--- config.mk ---
export PLATFORM = sky130hd
export DESIGN_NAME = pfx_byte_store
export DESIGN_NICKNAME = d
export VERILOG_FILES = /design/src/rtl/pbs_pkg.sv /design/src/rtl/pbs_decode.sv /design/src/rtl/pbs_prefix_fsm.sv /design/src/rtl/pbs_agu.sv /design/src/rtl/pfx_byte_store.sv
export SDC_FILE = /design/constraint.sdc
export NUM_CORES = 1
export LEC_CHECK = 0
export ABC_AREA = 1
export BUFFER_PORTS_ARGS = -buffer_cell sky130_fd_sc_hd__buf_2
export CAP_MARGIN = 20
export CORE_AREA = 2 2 112 114
export CTS_CLUSTER_DIAMETER = 150
export DETAILED_ROUTE_END_ITERATION = 8
export DIE_AREA = 0 0 114 116
export PLACE_DENSITY = 0.68
export SLEW_MARGIN = 20
export SYNTH_ARGS = -nofsm -noshare
export SYNTH_HDL_FRONTEND = slang
export SYNTH_SLANG_ARGS = --single-unit
--- constraint.sdc ---
create_clock -name clk -period 4.5 [get_ports clk]
set_clock_uncertainty 0.15 [all_clocks]
set_input_delay 0.225 -clock clk [delete_from_list [all_inputs] [get_ports clk]]
set_output_delay 0.225 -clock clk [all_outputs]
set_load 0.05 [all_outputs]
--- src/rtl/pbs_pkg.sv ---
package pbs_pkg;
    typedef enum logic [1:0] {
        PX_NONE = 2'd0,
        PX_ONE  = 2'd1,
        PX_TWO  = 2'd2
    } pfx_state_e;

    typedef enum logic [1:0] {
        K_OTHER  = 2'd0,
        K_PREFIX = 2'd1,
        K_STORE  = 2'd2
    } instr_kind_e;

    localparam logic [5:0] STORE_OPC  = 6'b001001;
    localparam logic [2:0] PREFIX_OPC = 3'b110;
endpackage

--- src/rtl/pbs_decode.sv ---
module pbs_decode
    import pbs_pkg::*;
#(
    parameter int IW     = 16,
    parameter int RIDX_W = 3,
    parameter int IMM_W  = 13
) (
    input  logic [IW-1:0]     word,
    output instr_kind_e       kind,
    output logic [RIDX_W-1:0] src_idx,
    output logic [RIDX_W-1:0] base_idx,
    output logic [IMM_W-1:0]  imm
);
    always_comb begin
        src_idx  = word[9:7];
        base_idx = word[2:0];
        imm      = word[IMM_W-1:0];
        if (word[15:13] == PREFIX_OPC)
            kind = K_PREFIX;
        else if (word[15:10] == STORE_OPC && word[6:3] == 4'b0000)
            kind = K_STORE;
        else
            kind = K_OTHER;
    end
endmodule

--- src/rtl/pbs_prefix_fsm.sv ---
module pbs_prefix_fsm
    import pbs_pkg::*;
#(
    parameter int ADDR_W = 24,
    parameter int IMM_W  = 13
) (
    input  logic              clk,
    input  logic              rst_n,
    input  logic              valid,
    input  instr_kind_e       kind,
    input  logic [IMM_W-1:0]  imm,
    output pfx_state_e        state,
    output logic [ADDR_W-1:0] disp
);
    // High part of a two-prefix displacement; taken from the first immediate,
    // so it must not be wider than IMM_W.
    localparam int HI_W = ADDR_W - IMM_W;

    pfx_state_e       nxt;
    logic [HI_W-1:0]  hi_q;
    logic [IMM_W-1:0] lo_q;

    // Next-state logic
    always_comb begin
        nxt = state;
        if (valid) begin
            unique case (kind)
                K_PREFIX: nxt = (state == PX_ONE) ? PX_TWO : PX_ONE; // T_SECOND / T_FIRST
                K_STORE:  nxt = PX_NONE;                             // T_CONSUME
                default:  nxt = PX_NONE;                             // T_FLUSH
            endcase
        end
    end

    // State register and immediate latches
    always_ff @(posedge clk) begin
        if (!rst_n) begin
            state <= PX_NONE;
            hi_q  <= '0;
            lo_q  <= '0;
        end else begin
            state <= nxt;
            if (valid && kind == K_PREFIX) begin
                if (state == PX_ONE)
                    hi_q <= lo_q[HI_W-1:0];
                lo_q <= imm;
            end
        end
    end

    // Displacement output per state
    always_comb begin
        unique case (state)
            PX_ONE:  disp = ADDR_W'(lo_q);
            PX_TWO:  disp = {hi_q, lo_q};
            default: disp = '0;
        endcase
    end

    AST_TWO_FROM_ONE: assert property (@(posedge clk) disable iff (!rst_n)
        (valid && kind == K_PREFIX && state == PX_ONE) |=> state == PX_TWO);
    AST_STORE_CLEARS: assert property (@(posedge clk) disable iff (!rst_n)
        (valid && kind == K_STORE) |=> state == PX_NONE);
    AST_FLUSH_CLEARS: assert property (@(posedge clk) disable iff (!rst_n)
        (valid && kind == K_OTHER) |=> state == PX_NONE);
    AST_IDLE_HOLDS: assert property (@(posedge clk) disable iff (!rst_n)
        !valid |=> $stable(state));
    AST_THIRD_RESTARTS: assert property (@(posedge clk) disable iff (!rst_n)
        (valid && kind == K_PREFIX && state == PX_TWO) |=> state == PX_ONE);
endmodule

--- src/rtl/pbs_agu.sv ---
module pbs_agu #(
    parameter int ADDR_W = 24
) (
    input  logic [ADDR_W-1:0] base,
    input  logic [ADDR_W-1:0] disp,
    input  logic              bypass,
    output logic [ADDR_W-1:0] addr
);
    always_comb begin
        addr = base + (bypass ? '0 : disp);
    end
endmodule

--- src/rtl/pfx_byte_store.sv ---
module pfx_byte_store
    import pbs_pkg::*;
#(
    parameter int ADDR_W = 24,
    parameter int IMM_W  = 13,
    parameter int RIDX_W = 3,
    parameter int BYTE_W = 8
) (
    input  logic              clk,
    input  logic              rst_n,
    input  logic              instr_valid,
    input  logic [15:0]       instr_word,
    input  logic              in_delay_slot,
    output logic [RIDX_W-1:0] rf_src_idx,
    output logic [RIDX_W-1:0] rf_base_idx,
    input  logic [ADDR_W-1:0] rf_src_data,
    input  logic [ADDR_W-1:0] rf_base_data,
    output logic              mem_wr_en,
    output logic [ADDR_W-1:0] mem_wr_addr,
    output logic [BYTE_W-1:0] mem_wr_data
);
    instr_kind_e       kind;
    pfx_state_e        pstate;
    logic [IMM_W-1:0]  imm;
    logic [ADDR_W-1:0] disp;
    logic [ADDR_W-1:0] eff_addr;
    logic              store_fire;

    pbs_decode #(.IW(16), .RIDX_W(RIDX_W), .IMM_W(IMM_W)) u_dec (
        .word     (instr_word),
        .kind     (kind),
        .src_idx  (rf_src_idx),
        .base_idx (rf_base_idx),
        .imm      (imm)
    );

    pbs_prefix_fsm #(.ADDR_W(ADDR_W), .IMM_W(IMM_W)) u_fsm (
        .clk   (clk),
        .rst_n (rst_n),
        .valid (instr_valid),
        .kind  (kind),
        .imm   (imm),
        .state (pstate),
        .disp  (disp)
    );

    pbs_agu #(.ADDR_W(ADDR_W)) u_agu (
        .base   (rf_base_data),
        .disp   (disp),
        .bypass (in_delay_slot),
        .addr   (eff_addr)
    );

    assign store_fire = instr_valid && (kind == K_STORE);

    // Registered write stage
    always_ff @(posedge clk) begin
        if (!rst_n) begin
            mem_wr_en   <= 1'b0;
            mem_wr_addr <= '0;
            mem_wr_data <= '0;
        end else begin
            mem_wr_en <= store_fire;
            if (store_fire) begin
                mem_wr_addr <= eff_addr;
                mem_wr_data <= rf_src_data[BYTE_W-1:0];
            end
        end
    end

    AST_WR_AFTER_STORE: assert property (@(posedge clk) disable iff (!rst_n)
        mem_wr_en |-> $past(instr_valid && kind == K_STORE));
    AST_NO_WR_NONSTORE: assert property (@(posedge clk) disable iff (!rst_n)
        !(instr_valid && kind == K_STORE) |=> !mem_wr_en);
    AST_DS_BASE_ONLY: assert property (@(posedge clk) disable iff (!rst_n)
        (instr_valid && kind == K_STORE && in_delay_slot) |=> mem_wr_addr == $past(rf_base_data));
    AST_WR_DATA_BYTE: assert property (@(posedge clk) disable iff (!rst_n)
        mem_wr_en |-> mem_wr_data == $past(rf_src_data[BYTE_W-1:0]));
endmodule

# [After elaboration in Yosys (flattened, before gate mapping)]
# Index checks and enable logic that the tools add are counted.
[totals] register_bits=59 in_bits=68 output_inout_bits=39 elab_cells=24
[op_classes] n_addsub=1 n_eq_ne=6 mux=6 n_reduce_logical=5
[op_table] op="$pmux W24 S2" count=1
[op_table] op="$add A24 B24 Y24" count=1
[op_table] op="$mux W24" count=1
[op_table] op="$mux W2" count=4
[op_table] op="$eq A6 B4 Y1 const B" count=1
[op_table] op="$eq A2 B1 Y1 const B" count=2
[op_table] op="$eq A2 B2 Y1 const B" count=2
[op_table] op="$logic_not A4 Y1" count=1
[op_table] op="$eq A3 B3 Y1 const B" count=1
[op_table] op="$logic_and A1 B1 Y1" count=3
[op_table] op="$reduce_and A2 Y1" count=1

# [Logic depth before layout (Yosys ltp)]
[logic_depth] word_depth=7 depth_mapped=18 mapped_depth_nobuf=17

# [Hierarchy]
# A second synthesis with hierarchy kept.
[unflattened] hier_cells=840 area_unflattened_um2=4793.3
[by_module_without_submodules] module="pbs_agu" instances=1 cells_each=396 area_each_um2=1934.4 seq_area_each_um2=0.0
[by_module_without_submodules] module="pfx_byte_store" instances=1 cells_each=208 area_each_um2=1361.3 seq_area_each_um2=660.6
[by_module_without_submodules] module="pbs_prefix_fsm" instances=1 cells_each=205 area_each_um2=1301.2 seq_area_each_um2=520.5
[by_module_without_submodules] module="pbs_decode" instances=1 cells_each=31 area_each_um2=196.4 seq_area_each_um2=0.0

# [Least setup slack after synthesis]
# No wires, ideal clock.
[synth_path] kind="reg2reg" startpoint="register u_fsm.state[1]" endpoint="register mem_wr_addr[20]" setup_time_ns=0.109 arrival_time_ns=2.477 required_ns=4.241 slack_ns=1.764 stages_incl_launch_ff=17 n_path_buf=1 period_less_slack_ns=2.736 path_cell_list="dfxtp_1 -> inv_1 -> ha_1 -> o21bai_1 -> clkbuf_1 -> nor2_1 -> ha_1 -> fa_1 -> nand2_1 -> nand2_1 -> and2_1 -> nand3_1 -> nand3_1 -> nand2_1 -> nand3_1 -> nand2_1 -> inv_1"
[synth_via] elab_chain_len=4 elab_cells_between_ends=5 cone_classes="add/sub: 1; eq/ne: 2; mux: 2"
[synth_rtl] item="from (decl)" line="pbs_prefix_fsm.sv:12" rtl="output pfx_state_e state,"
[synth_rtl] item="from (signal assigned)" line="pbs_prefix_fsm.sv:42" rtl="state <= nxt;"
[synth_rtl] item="$eq A2 B2 Y1 / $eq A2 B1 Y1 (equally long branches)" line="pbs_prefix_fsm.sv:53" rtl="unique case (state)"
[synth_rtl] item="$pmux W24 S2 *" line="pbs_prefix_fsm.sv:53"
[synth_rtl] item="$mux W24 *" line="pbs_agu.sv:10" rtl="addr = base + (bypass ? '0 : disp);"
[synth_rtl] item="$add A24 B24 Y24 *" line="pbs_agu.sv:10"
[synth_rtl] item="to (signal assigned)" line="pfx_byte_store.sv:65" rtl="mem_wr_addr <= eff_addr;"
[synth_rtl] item="to (decl)" line="pfx_byte_store.sv:19" rtl="output logic [ADDR_W-1:0] mem_wr_addr,"
# Every way passes the cells marked *; elsewhere a longest branch is shown, timed or not.
# A chain may end at the register's enable or synchronous reset.

# [Worst setup path after layout]
[layout_path] startpoint="register u_fsm.state[1]" endpoint="register mem_wr_addr[22]"
# Same word-level chain as after synthesis.

==> run summary <==
The worst hold path begins at rf_src_data[5]. The initial antenna violation count is 0. For the total I/O pin count, the log shows 107.

The worst setup slack for register-to-register paths is 1.17 ns, and the maximum number of pins on one net before global-route repair is 45. The total of flip-flops plus latches after synthesis came out at 59. The final count of hold timing violations was 0; the area share of the leading cell type in the synthesized netlist was 28.4%. The H-tree was split into 3 levels. The detail route stage leaves a number of antenna-violating nets equal to 0. The required time reported for the critical path endpoint was 4.59 ns.

VDD sags by at most 0.000248 V. Number of port buffers: 90. The run finished with clean final reports.

The number of different library cells used by synthesis comes to 33. The congestion estimate from routability-driven global placement came to 0.965. The critical path goes through inv_1 -> ha_1 -> o21bai_1 -> nor2_1 -> ha_1 -> fa_1 -> nand2_1 -> nand2_1 -> nand3_1 -> nand2_1 -> nand2_1 -> nand3_1 -> nand2_1 -> nand3_1 -> nand2_1 -> inv_1.

The share of the Yosys chip area taken by registers is 28.4%. TritonCTS built the clock tree. The clock passes through at most 2 buffers.

Counting instances in the post-synthesis netlist gives the leading cell types as 171 x sky130_fd_sc_hd__nand2_1, 120 x sky130_fd_sc_hd__nor2_1, 108 x sky130_fd_sc_hd__inv_1. In this run, synthesis inferred 0 flip-flops with an integrated enable. In this run, post-CTS repair resized a total of 0 instances. By area the synthesized netlist is led by sky130_fd_sc_hd__dfxtp_1 28%, sky130_fd_sc_hd__nand2_1 15%, sky130_fd_sc_hd__nor2_1 11%.

For the via count of the first global-routing pass, the log shows 3917. By startpoint and endpoint, the worst setup path is classified as reg -> reg. For this run, the share of the core covered by cells in the final layout is 42.5%. The total overflow left after global routing is 0. The number of stages on the worst hold path works out to 3. After detailed placement, the total cell area comes to 0.00466 mm^2.

Setup violations remaining at the end of the flow were counted as 0. In this run the tightest slew margin relative to its limit is 42.9%. The area fraction in compound gates after synthesis was 10.5%; the layout cell share with drive strength beyond 1 was 17.3%.

The horizontal extent of the die works out to 114 um. STA classifies the critical path startpoint as a flop. The tool flagged a number of max-cap violations equal to 0. Each instance of the synthesized netlist takes up on average 6.10 um^2. Initial DRC count: 213. The clock-pin slew on the worst setup and hold paths is 0.06 ns. After legalization and detailed placement, the total HPWL measured 9250 um. The detailed-route vias per instance was 4.70.

Data on the critical path arrives at its endpoint at 3.42 ns. In the final design database the tool counted 862 nets. The final antenna diode count is 0, and the total wirelength of the detailed-routed design is 11900 um. STA classifies the critical path endpoint as a flop.

At the later pin of the worst-skew pair, clock insertion delay measures 0.33 ns. The first global-routing pass estimated 18900 um of wire. After synthesis, the share of flip-flops with an asynchronous set or reset is 0%. Summing the areas of all and, or, nand and nor instances in the mapped netlist gives 38.3% of the synthesized area. The area overhead of the layout relative to synthesis was 21.8%; the instance count of the mapped netlist was 682. The biggest area consumer among synthesized cells was sky130_fd_sc_hd__dfxtp_1. The run gives 2.67 nW as the cell leakage power.

For the fmax, the log shows 300 MHz. After detailed routing, the number of remaining DRC violations is 0. Setup repair after global routing left no endpoint under its margin.

The final number of max-transition violations came out at 0. The total die area was 0.0132 mm^2. Flip-flop cell with the highest count after synthesis: sky130_fd_sc_hd__dfxtp_1. After synthesis, the largest family of logic cells by area is simple AND/OR/NAND/NOR gates. The floorplan has 40 rows.

The global routing usage summed across all routing layers was 18.5%. In this design, the critical path's most frequently occurring cell is sky130_fd_sc_hd__nand2_1. The final-layout setup total negative slack is 0 ns.

Together, buffers and inverters on the worst path number 2. The slowest stage cell on the critical path was sky130_fd_sc_hd__o21bai_1. Counting every net in the synthesized netlist gives 776. The synthesized netlist devotes 1.47% of its cell area to XOR and XNOR gates.

Buffers added to address setup during post-CTS repair amount to 0. The tools report the core region area as 0.0119 mm^2. The total power per unit cell area works out to 279 mW/mm^2. The type of the worst min-delay path is in -> reg. The logs give 920 for the final instance count without filler cells and 896 for the total instance count after detailed placement.

The number of cells on the worst reg-to-reg path is 16, and the share of synthesized cell area in full adder, half adder and majority cells is 8.00%. The worst hold path terminates at mem_wr_data[5]$_SDFFE_PN0P_. After routing the design area is 0.00506 mm^2. For the CTS sink count, the log shows 59. After detailed routing, the average wire length per cell comes to 12.9 um.

The cell area that synthesis handed to floorplanning was 0.00416 mm^2. Total chip power: 1.41 mW. The multiplexer share of the synthesized area is 0%.

Most repeated cell in the gate-level netlist after synthesis: sky130_fd_sc_hd__nand2_1. The first TritonRoute pass finished after 4 iterations. From bottom edge to top edge, the die measures 116 um. Initial core utilization: 34.9%.

In this run the critical register-to-register path is launched from u_fsm.state[1]$_SDFFE_PN0P_. Number of buffers created by CTS: 9. The final critical-path required period works out to 3.33 ns. Worst flop-to-flop path endpoint: mem_wr_addr[22]$_SDFFE_PN0P_.

The tree is rooted in a sky130_fd_sc_hd__clkbuf_16. The worst path uses 74.0% of the clock period. The transition time of the tightest slew-check pin works out to 0.855 ns.

The largest fanout of any net on the critical path works out to 13. For this run, the number of Yosys warnings is 0. The total vias in the final route is 4320, and the maximum cell stage delay along the critical path is 0.70 ns. Cell family contributing the most delay on the critical path: adder cells.
worst min-delay path, stage by stage:
cell and delay, ns:
sky130_fd_sc_hd__buf_2 0.07, sky130_fd_sc_hd__o21ai_0 0.07, sky130_fd_sc_hd__nor2_1 0.08
worst max path at each step:
stage	start	end	slack [ns]	depth (start not counted)
2_1_floorplan	u_fsm.state[1]$_SDFFE_PN0P_	mem_wr_addr[20]$_SDFFE_PN0P_	1.76	16
3_3_place_gp	u_fsm.state[1]$_SDFFE_PN0P_	mem_wr_addr[22]$_SDFFE_PN0P_	1.19	16
3_5_place_dp	u_fsm.state[1]$_SDFFE_PN0P_	mem_wr_addr[22]$_SDFFE_PN0P_	1.17	16
4_1_cts	u_fsm.state[1]$_SDFFE_PN0P_	mem_wr_addr[22]$_SDFFE_PN0P_	1.15	16
5_1_grt	u_fsm.state[1]$_SDFFE_PN0P_	mem_wr_addr[12]$_SDFFE_PN0P_	0.83	16
6_report	u_fsm.state[1]$_SDFFE_PN0P_	mem_wr_addr[22]$_SDFFE_PN0P_	1.17	16
cells by family after synthesis:
| group | after synthesis |
|---|---|
| xor gates and xnor gates | 7 |
| AOI/OAI and AO/OA | 84 |
| buffers and inverters | 135 |
| adders and majority gates | 26 |
| DFF | 59 |
| and+or+nand+nor | 371 |
state kept, by name, summed over array words and instances (netlist names):
name	count
mem_wr_addr	24
u_fsm.lo_q	13
u_fsm.hi_q	11
mem_wr_data	8
u_fsm.state	2
mem_wr_en	1
cell usage in the layout, fill, tap and decap left out, types with 8 or more instances in the layout:
master and n:
sky130_fd_sc_hd__nand2_1 171, sky130_fd_sc_hd__nor2_1 120, sky130_fd_sc_hd__inv_1 108, sky130_fd_sc_hd__buf_2 90
sky130_fd_sc_hd__dfxtp_1 59, sky130_fd_sc_hd__o21ai_0 45, sky130_fd_sc_hd__a21oi_1 32, sky130_fd_sc_hd__nand3_1 31
sky130_fd_sc_hd__ha_1 25, sky130_fd_sc_hd__nor3_1 13, sky130_fd_sc_hd__nand4_1 10, sky130_fd_sc_hd__clkbuf_16 9
sky130_fd_sc_hd__nand2_2 8, sky130_fd_sc_hd__dlygate4sd3_1 8
cell type report:
| type | instances | area [um^2] |
|---|---|---|
| well taps | 147 | 184 |
| clock inverters | 7 | 100 |
| multi-input cells | 488 | 2420 |
| repair buffers | 98 | 531 |
| fillers | 1295 | 6850 |
| clock buffers | 9 | 225 |
| inverters | 112 | 420 |
| flip-flops and latches | 59 | 1180 |
repair_timing:
action                                  in CTS  in global routing
hold buffers                                 8                  0
endpoints found under the hold margin        8                  0
endpoints found under the setup margin       0                  0
power by group:
group	internal, mW	total [mW]	switching (mW)
Clock	0.488	0.750	0.262
Sequential	0.527	0.531	0.00400
Combinational	0.0480	0.131	0.0832
Total	1.06	1.41	0.349
layer usage:
metal / vias up / part of all wire [%] / GRT usage [%]
met5: - / 0 / 0
met2: 119 / 44 / 29.8
met1: 1892 / 48 / 24.2
met3: 19 / 5.8 / 4.60
met4: 0 / 2.3 / 6.10
li1: 2290 / - / -
through the flow:
step	setup slack [ns]	hold slack [ns]
finish	1.17	0.000518
global route	0.830	0.00446
CTS	1.15	0.000827
detailed placement	1.17	0.301
global placement	1.19	0.293
floorplan	1.76	0.213
(Power assumes the default switching activity.)
